## src/rtl/bac_pkg.sv

```systemverilog
package bac_pkg;
  typedef enum logic [1:0] {
    CMD_HOLD  = 2'd0,
    CMD_STEP  = 2'd1,
    CMD_LOAD  = 2'd2,
    CMD_CLEAR = 2'd3
  } addr_cmd_e;
endpackage

```

## src/rtl/bac_reset_sync.sv

```systemverilog
module bac_reset_sync #(
  parameter int STAGES = 2
) (
  input  logic clk,
  input  logic rst_n,
  output logic rst_sync_n
);
  logic [STAGES-1:0] chain_q;

  generate
    for (genvar i = 0; i < STAGES; i++) begin : g_stage
      if (i == 0) begin : g_first
        always_ff @(posedge clk or negedge rst_n) begin
          if (!rst_n) chain_q[i] <= 1'b0;
          else        chain_q[i] <= 1'b1;
        end
      end else begin : g_rest
        always_ff @(posedge clk or negedge rst_n) begin
          if (!rst_n) chain_q[i] <= 1'b0;
          else        chain_q[i] <= chain_q[i-1];
        end
      end
    end
  endgenerate

  assign rst_sync_n = chain_q[STAGES-1];
endmodule

```

## src/rtl/bac_cmd_decode.sv

```systemverilog
module bac_cmd_decode
  import bac_pkg::*;
(
  input  logic      clear_n,
  input  logic      load_n,
  input  logic      step_n,
  output addr_cmd_e cmd
);
  // Fixed priority: clear, then load, then step, then hold.
  always_comb begin
    if (!clear_n)     cmd = CMD_CLEAR;
    else if (!load_n) cmd = CMD_LOAD;
    else if (!step_n) cmd = CMD_STEP;
    else              cmd = CMD_HOLD;
  end
endmodule

```

## src/rtl/bac_next_addr.sv

```systemverilog
module bac_next_addr
  import bac_pkg::*;
#(
  parameter int AW = 14
) (
  input  addr_cmd_e       cmd,
  input  logic [AW-1:0]   held_addr,
  input  logic [AW-1:0]   ext_addr,
  output logic [AW-1:0]   cur_addr,
  output logic            wr_en
);
  localparam logic [AW-1:0] ONE = {{(AW-1){1'b0}}, 1'b1};

  logic [AW-1:0] incr;
  assign incr = held_addr + ONE;  // wraps naturally at the top

  always_comb begin
    unique case (cmd)
      CMD_CLEAR: cur_addr = '0;
      CMD_LOAD:  cur_addr = ext_addr;
      CMD_STEP:  cur_addr = incr;
      default:   cur_addr = held_addr;
    endcase
  end

  // Holding needs no register write.
  assign wr_en = (cmd != CMD_HOLD);
endmodule

```

## src/rtl/bac_addr_reg.sv

```systemverilog
module bac_addr_reg #(
  parameter int AW = 14
) (
  input  logic          clk,
  input  logic          rst_n,
  input  logic          en,
  input  logic [AW-1:0] d,
  output logic [AW-1:0] q
);
  logic [AW-1:0] q_nxt;

  always_comb begin
    q_nxt = q;
    if (en) q_nxt = d;
  end

  always_ff @(posedge clk or negedge rst_n) begin
    if (!rst_n) q <= '0;
    else        q <= q_nxt;
  end
endmodule

```

## src/rtl/burst_addr_counter.sv

```systemverilog
module burst_addr_counter
  import bac_pkg::*;
#(
  parameter int AW          = 14,
  parameter int SYNC_STAGES = 2
) (
  input  logic          clk,
  input  logic          rst_n,
  input  logic [AW-1:0] ext_addr,
  input  logic          load_n,
  input  logic          step_n,
  input  logic          clear_n,
  output logic [AW-1:0] access_addr
);
  logic          rst_sync_n;
  addr_cmd_e     cmd;
  logic [AW-1:0] held_q;
  logic [AW-1:0] cur_addr;
  logic          wr_en;

  bac_reset_sync #(.STAGES(SYNC_STAGES)) u_rst (
    .clk        (clk),
    .rst_n      (rst_n),
    .rst_sync_n (rst_sync_n)
  );

  bac_cmd_decode u_dec (
    .clear_n (clear_n),
    .load_n  (load_n),
    .step_n  (step_n),
    .cmd     (cmd)
  );

  bac_next_addr #(.AW(AW)) u_nxt (
    .cmd       (cmd),
    .held_addr (held_q),
    .ext_addr  (ext_addr),
    .cur_addr  (cur_addr),
    .wr_en     (wr_en)
  );

  bac_addr_reg #(.AW(AW)) u_reg (
    .clk   (clk),
    .rst_n (rst_sync_n),
    .en    (wr_en),
    .d     (cur_addr),
    .q     (held_q)
  );

  assign access_addr = cur_addr;
endmodule

```

## config.mk

```make
export PLATFORM = sky130hd
export DESIGN_NAME = burst_addr_counter
export DESIGN_NICKNAME = d
export VERILOG_FILES = /design/src/rtl/bac_pkg.sv /design/src/rtl/bac_reset_sync.sv /design/src/rtl/bac_cmd_decode.sv /design/src/rtl/bac_next_addr.sv /design/src/rtl/bac_addr_reg.sv /design/src/rtl/burst_addr_counter.sv
export SDC_FILE = /design/constraint.sdc
export NUM_CORES = 1
export LEC_CHECK = 0
export BUFFER_PORTS_ARGS = -buffer_cell sky130_fd_sc_hd__buf_2
export CAP_MARGIN = 20
export CORE_ASPECT_RATIO = 1.1
export CORE_MARGIN = 3
export CORE_UTILIZATION = 44
export CTS_CLUSTER_SIZE = 40
export DETAILED_ROUTE_END_ITERATION = 8
export PLACE_DENSITY = 0.71
export SYNTH_ARGS = -nofsm -noshare
export SYNTH_HDL_FRONTEND = slang
export SYNTH_SLANG_ARGS = --single-unit
```

## constraint.sdc

```tcl
create_clock -name clk -period 2.2 [get_ports clk]
set_input_delay 0.44 -clock clk [delete_from_list [all_inputs] [get_ports clk]]
set_output_delay 0.44 -clock clk [all_outputs]
set_load 0.01 [all_outputs]
```

; After elaboration in Yosys (flattened, before gate mapping)
; Index checks and enable logic that the tools add are counted.
[word_totals]
reg_bits = 16
input_bits = 19
output_inout_bits = 14
elab_cells = 12
[classes]
n_addsub = 1
n_eq_ne = 3
mux = 4
n_reduce_logical = 1
[op_table]
columns = op, n
row1 = 14-bit one-hot mux with 3 select lines, 1
row2 = "14-bit by 1-bit adder with 14-bit output, second input constant", 1
row3 = "2-bit == test, second input constant", 2
row4 = 2-bit 2-to-1 mux, 2
row5 = "2-bit by 1-bit == test with 1-bit output, second input constant", 1
row6 = 2-bit nonzero test, 1
row7 = 1-bit 2-to-1 mux, 1

; Logic depth before layout (Yosys ltp)
; Gate-level depths: netlist of the first run.
[logic_depth]
ltp_word = 5
mapped_depth = 5
mapped_depth_nobuf = 5

; Modules after synthesis
; A second synthesis of the first run with hierarchy kept.
[unflattened]
hier_cells = 122
hier_area_um2 = 1193.6
[modules_own_cells]
columns = module, n_inst, cells_each, area_per_inst_um2, seq_area_each_um2
row1 = bac_next_addr, 1, 87, 604.3, 0.0
row2 = bac_addr_reg, 1, 29, 519.2, 350.3
row3 = bac_reset_sync, 1, 3, 53.8, 50.0
row4 = bac_cmd_decode, 1, 3, 16.3, 0.0

; Worst setup path after synthesis of the first run
; No wires, ideal clock.
[synth_path]
path_kind = flip-flop to output port
from = register u_reg.q[0]
to = output access_addr[10]
arrival_ns = 1.365
required_ns = 1.760
setup_slack_ns = 0.395
stages_incl_launch_ff = 6
path_buffers = 0
path_cell_list = dfrtp_1 ha_1 nand4_1 nor3_1 a2111oi_0 a211oi_1
[synth_between]
elab_chain_cells = 2
[synth_rtl]
columns = item, line
row1 = "start, declared", bac_addr_reg.sv:8  ; output logic [AW-1:0] q
row2 = "start signal, assigned", bac_addr_reg.sv:19  ; else q <= q_nxt;
row3 = 14-bit by 1-bit adder with 14-bit output, bac_next_addr.sv:15  ; assign incr = held_addr + ONE;
row4 = 14-bit one-hot mux with 3 select lines, bac_next_addr.sv:18  ; unique case (cmd)
row5 = "end, declared", burst_addr_counter.sv:13  ; output logic [AW-1:0] access_addr
; No other way between the ends.

; Worst setup path after layout of the first run
[layout_path]
from = register u_reg.q[0]
to = output access_addr[13]
; Same word-level chain as after synthesis.

==> run metrics, run 1 <==
Final Max Slew Viols 0; final wirelength 2520 um; Avg Inst Size Synth between 9 and 10 um2; crit-path cells buf_12, nand4_4, nor4b_4, and4_1, nor3_1, buf_2; reg2reg setup slack 0.59 ns; Post-synth EDFFs 0; Skew-Pair Late Insertion Delay 0.29 ns; Max FO, Critical Path 5; synth top area cells dfrtp_1, xnor2_1, a21oi_1; die outline width 52.2 um; largest net degree at the start of global routing 25; All-Layer GR Usage 16.8%; pwr dens 485 nW/um2; RR Startpoint u_reg.q[0]; final std cells w/o fill 182; Crit path largest cell delay 0.44 ns; drc violations 0; Relative slew margins about three fifths; critical path class flop to primary output; Max-Cap Viols 0; cell count after placement 165; DP Worst Slack 0.131 ns; Clock Path Buffers 2; Starting Density 49.0%; crit path DAT 1.84 ns; top-count cell post-synth dfrtp_1; Yosys Warn Count 0; HP Class flop to async pin; Pre-antenna DRT Iters 4; Num CTS Buffers 3; final hold violations 0; share of the synthesized area in the top cell type 38.8%; crit end category primary output; Clock Root Buffer clkbuf_4; ANT nets after route 0; HPWL Detailed ~1600 um; WL/cell 13.8 um; die height 56.8 um; I/O pin count 33; Setup Viol. Count Final 4; Startpoint Class flop; final setup skew about 0.0033 ns; top cells by count, synth dfrtp_1, a21oi_1, xnor2_1; setup slack after layout -0.0824 ns; measured slew at the worst slew-check pin ~0.57 ns; Rows 17; area of the core 2110 um2; Max rail drop VDD 0.471 mV; via/cell ratio between 5 and 6; RSZ-0062 raised after global routing true; DR iter-0 viols 17; ys flop type dfrtp_1; Reg2Reg Depth 6; Synth async-reset ratio 100%; LEAKAGE 0.668 nW; post-synth top area cell dfrtp_1; I/O Buffers 32; Period minus WS final 2.28 ns; clock sink total 16; die area about 3000 um2; CP required 1.76 ns; Routability Congestion ~0.8; CP top delay family simple AND/OR/NAND/NOR gates; status complete, but fails checks; initial antenna violation count 0; crit path buf inv count 2; total grt overflow 0; total number of vias 979; Worst-path clk slew 0.10 ns; Synth Instances 109; fin crit share 104%; slowest stage cell, crit path dfrtp_2; register bit total from synthesis 16; TritonCTS clock tree yes; sequential area share after synthesis 38.8%; Reg-to-Reg End u_reg.q[13]; achievable frequency about 440 MHz; first-pass GRT wire length 3830 um; number of global-route vias before repair roughly 900; antenna cells 0; failing checks negative setup slack; layout cells sized above 1 42.9%; Synth Net Count 129; area delta synth->final 40.4%; Netlist Area Pre-Place slightly above 1000 um2; H-tree depth 1; Distinct cells, synth 32; fin nets between 150 and 200
==> worst max path at each step <==
stage	start	to	slack (ns)	depth (start not counted)
finish	u_reg.q[0]	access_addr[13]	-0.08	6
global route	u_reg.q[1]	access_addr[13]	-0.17	6
CTS	u_reg.q[0]	access_addr[12]	-0.03	6
detailed placement	step_n	access_addr[12]	0.13	6
global placement	step_n	access_addr[12]	0.17	6
floorplan	u_reg.q[0]	access_addr[10]	0.40	5
==> sequential cells by signal, indices dropped and copies added, names as in the netlist <==
register	cells
u_rst.chain_q	1
u_rst.rst_sync_n	1
u_reg.q	14
==> area by class of cell <==
cell class	instances	area, um2
inverters	2	7.51
clock buffers	4	36.3
multi-input cells	84	668
well taps	28	35.0
flip-flops and latches	16	402
fillers	154	658
repair buffers	48	299
==> repair_timing <==
action,4_1_cts,5_1_grt
hold endpoints to repair,2,0
pin swaps,6,9
hold buffers,1,0
resized for setup,5,11
endpoints found under the setup margin,7,9
setup buffers,6,6
==> through the flow <==
stage                     utilization, %  setup TNS (ns)  power [W]  hold WS, ns  cell area [um2]
after floorplan                        -               0   0.000425        0.144             1030
after global placement              58.0               0   0.000473        0.225             1220
after detailed placement            58.0               0   0.000476        0.229             1220
after CTS                           63.8         -0.0573   0.000689        0.257             1340
after global routing                68.7           -1.04   0.000742        0.282             1450
final                               68.7          -0.140   0.000703        0.233             1450
==> per-layer routing <==
metal / wire (um) / up-vias / track usage, %
met5: 0 / - / 0
met4: 0 / 0 / 3.28
met3: 127 / 0 / 6.10
met2: 1350 / 21 / 28.9
met1: 1040 / 465 / 19.7
li1: - / 493 / -
==> cell usage in the layout (no fill, tap or decap), types with 2 or more instances in the layout <==
| master | count |
|---|---|
| buf_2 | 32 |
| a21oi_1 | 12 |
| o211a_1 | 6 |
| mux2i_1 | 2 |
| nand3_1 | 2 |
| nor4_2 | 3 |
| nand2b_1 | 2 |
| o21ai_0 | 7 |
| inv_1 | 2 |
| clkbuf_4 | 3 |
| dfrtp_1 | 15 |
| xnor2_1 | 8 |
| a21boi_0 | 2 |
| nor2b_1 | 4 |
| o22ai_1 | 2 |
| buf_4 | 13 |
| a211oi_1 | 2 |
| nand2_1 | 7 |
| nand4_1 | 3 |
| a21oi_2 | 2 |
| nor3_1 | 3 |
==> worst register-to-register path, stage by stage, from the launching register on <==
cell	delay (ns)
dfrtp_2	0.44
buf_12	0.12
nand4_4	0.15
nor4b_4	0.38
and4_1	0.26
buf_4	0.11
nor3_1	0.04
==> power by group <==
group / switching (W) / internal [W]
logic: 0.0000810 / 0.0000829
registers: 0.0000274 / 0.000313
clock network: 0.0000973 / 0.000101
==> cells by family after synthesis <==
logic type      Yosys count  share of synthesized area (%)
xor+xnor                 10                           8.50
simple gates             34                           23.2
other cells               1                          0.364
compound gates           36                           22.6
fa+ha+maj                 1                           1.21
flops                    16                           38.8
buf+inv                   9                           3.40
mux                       2                           1.94
No activity file was read; power rests on OpenSTA's default activity.
==> run 2: changes to the inputs <==
ABC_AREA = 1   (was unset)
CORE_UTILIZATION = 30   (was 44)
PLACE_DENSITY = unset   (was 0.71)
SLEW_MARGIN = 0   (was unset)
==> run metrics, run 2 <==
drc violations 0 (unchanged); initial antenna violation count 0 (unchanged); crit path launch u_reg.q[1] (was u_reg.q[0]); crit end category primary output (unchanged); WL/cell 11.5 um (was 13.8 um); fin crit share 95.2% (was 104%); top cells by count, synth nand2_1, nand3_1, dfrtp_1 (was dfrtp_1, a21oi_1, xnor2_1); Clock power frac 29.8% (was 28.2%); clock sink total 16 (unchanged); Hold WS 0.247 ns (was 0.233 ns); sequential share of power 51.8% (was 48.5%); Routability Congestion 0.818 (was 0.801); Yosys Warn Count 0 (unchanged); DR iter-0 viols 30 (was 17); post-layout util 41.8% (was 68.7%); reg2reg setup slack 0.90 ns (was 0.59 ns); Max-Cap Viols 0 (unchanged); Rows 22 (was 17); I/O Buffers 32 (unchanged); Num CTS Buffers 3 (unchanged); final wirelength 2720 um (was 2520 um); fin area 1410 um2 (was 1450 um2); final setup skew 0.00452 ns (was 0.00325 ns); RSZ-0062 raised after global routing true (unchanged); status finished clean (was complete, but fails checks); commonest non-fill, non-tap cells in the layout nand2_1, nand3_1, buf_2 (was buf_2, dfrtp_1, buf_4); LEAKAGE 0.758 nW (was 0.668 nW); antenna cells 0 (unchanged); HPWL Detailed 2040 um (was 1630 um); Relative slew margins 60.7% (was 62.0%); die height 68.9 um (was 56.8 um); dpl cell area 1310 um2 (was 1220 um2); Startpoint Class flop (unchanged); via/cell ratio 4.72 (was 5.38); combinational share of power 18.4% (was 23.3%); RR Startpoint u_reg.q[1] (was u_reg.q[0]); Clock Path Buffers 2 (unchanged); Synth async-reset ratio 100% (unchanged); Netlist Area Pre-Place 1080 um2 (was 1030 um2); Synth Instances 148 (was 109); ys flop type dfrtp_1 (unchanged); Starting Density 31.9% (was 49.0%); Distinct cells, synth 21 (was 32); Worst-path clk slew 0.10 ns (about the same); largest net degree at the start of global routing 15 (was 25); Pre-antenna DRT Iters 4 (unchanged); Synth Net Count 168 (was 129); HP Class flop to async pin (unchanged); die outline width 63.2 um (was 52.2 um); CP required 1.76 ns (about the same); max reg flops 14 (unchanged); post-synth top area cell dfrtp_1 (unchanged); Max rail drop VDD 0.193 mV (was 0.471 mV); total number of vias 1,118 (was 979); measured slew at the worst slew-check pin 0.590 ns (was 0.570 ns); sequential area share after synthesis 37.1% (was 38.8%); fin nets 210 (was 175); H-tree depth 1 (unchanged); Max FO, Critical Path 5 (unchanged); synth top area cells dfrtp_1, nand3_1, nand2_1 (was dfrtp_1, xnor2_1, a21oi_1); Period minus WS final 2.09 ns (was 2.28 ns); layout cells sized above 1 33.3% (was 42.9%); P_sw 0.000184 W (was 0.000206 W); Avg Inst Size Synth 7.30 um2 (was 9.46 um2); number of global-route vias before repair 1,048 (was 901); Biggest register u_reg.q (unchanged); area of the core 3390 um2 (was 2110 um2); pwr dens 463 nW/um2 (was 485 nW/um2); critical path class flop to primary output (unchanged); commonest non-fill, non-tap cell in the layout nand2_1 (was buf_2); area delta synth->final 30.9% (was 40.4%); top-count cell post-synth nand2_1 (was dfrtp_1); Switching Fraction 28.1% (was 29.3%); All-Layer GR Usage 13.4% (was 16.8%); die area 4360 um2 (was 2960 um2); crit path DAT 1.65 ns (was 1.84 ns); Clock Root Buffer clkbuf_4 (unchanged); TritonCTS clock tree yes (unchanged); Setup Viol. Count Final 0 (was 4); Post-synth EDFFs 0 (unchanged); Int Power 0.000470 W (was 0.000497 W); achievable frequency 477 MHz (was 438 MHz); I/O pin count 33 (unchanged); register bit total from synthesis 16 (unchanged); ANT nets after route 0 (unchanged); Skew-Pair Late Insertion Delay 0.29 ns (about the same); final hold violations 0 (unchanged); first-pass GRT wire length 4550 um (was 3830 um); number of fillers in the final layout 371 (was 154); share of the synthesized area in the top cell type 37.1% (was 38.8%); Final Max Slew Viols 0 (unchanged); total grt overflow 0 (unchanged)
[run 2: cell types whose count changed after synthesis, sizes merged, moves of 9 or more]
cell / delta
a21oi: -11
inv: +10
nand2: +39
nand3: +34
nor2: +9
xnor2: -9
[run 2: path summary, 6_finish.rpt]
kind / end / cells past startpoint
worst max-delay path: access_addr[8] / 7
worst min-delay path: u_reg.q[12] / 0
worst max register to register: u_reg.q[8] / 6
worst min register to register: u_reg.q[12] / 0
max in group asynchronous: u_reg.q[0] / 0
min in group clk: u_rst.rst_sync_n / 0
[run 2: metrics by stage]
step / cells / power [W] / setup TNS, ns / setup slack (ns)
after floorplan: 148 / 0.000402 / 0 / 0.560
after global placement: 228 / 0.000451 / 0 / 0.315
after detailed placement: 228 / 0.000452 / 0 / 0.298
after CTS: 233 / 0.000652 / 0 / 0.0486
after global routing: 237 / 0.000700 / -0.0851 / -0.0400
final: 237 / 0.000654 / 0 / 0.106
[run 2: cell type report]
| cell class | count | area, um2 | area share, % |
|---|---|---|---|
| timing repair buffer | 38 | 208 | 14.7 |
| inverter | 12 | 45.0 | 3.19 |
| tap | 48 | 60.1 | 4.25 |
| sequential | 16 | 402 | 28.4 |
| clock buffer | 4 | 36.3 | 2.57 |
| multi-input combinational | 119 | 663 | 46.9 |
[run 2: repair_timing]
item	CTS	global route
buffers inserted	0	3
hold endpoints to repair	2	0
gates resized for setup	0	8
hold buffers	1	0
setup endpoints to repair	0	5
[run 2: power by group through the flow]
stage / logic [W] / clock network (W) / registers [W]
after floorplan: 0.0000647 / 0 / 0.000337
after global placement: 0.000108 / 0 / 0.000343
after detailed placement: 0.000109 / 0 / 0.000343
after CTS: 0.000111 / 0.000204 / 0.000337
after global routing: 0.000140 / 0.000216 / 0.000344
final: 0.000121 / 0.000195 / 0.000339
[run 2: routing by layer]
| metal | share of wire, % | vias up | track usage [%] |
|---|---|---|---|
| met3 | 3.9 | 6 | 2.11 |
| li1 | - | 583 | - |
| met1 | 48 | 506 | 16.9 |
| met5 | 0 | - | 0 |
| met4 | 1.8 | 0 | 6.47 |
| met2 | 46 | 23 | 22.5 |
[run 2: worst max-delay path, cell delays in order (launching register included)]
cell and delay, ns:
dfrtp_1 0.44, ha_4 0.17, nand2_4 0.06, nor2_4 0.17, nand2_2 0.10, o211ai_2 0.16, nand3_1 0.11, buf_2 0.15
[run 2: kinds of logic (layout without fill, tap and decap cells)]
logic type	Yosys count	in the layout	share of synthesized area [%]
and+or+nand+nor	102	103	46.0
buffers and inverters	14	54	5.10
DFF	16	16	37.1
other	1	1	0.347
adders and majority gates	1	1	1.16
AOI/OAI and AO/OA	14	14	10.3
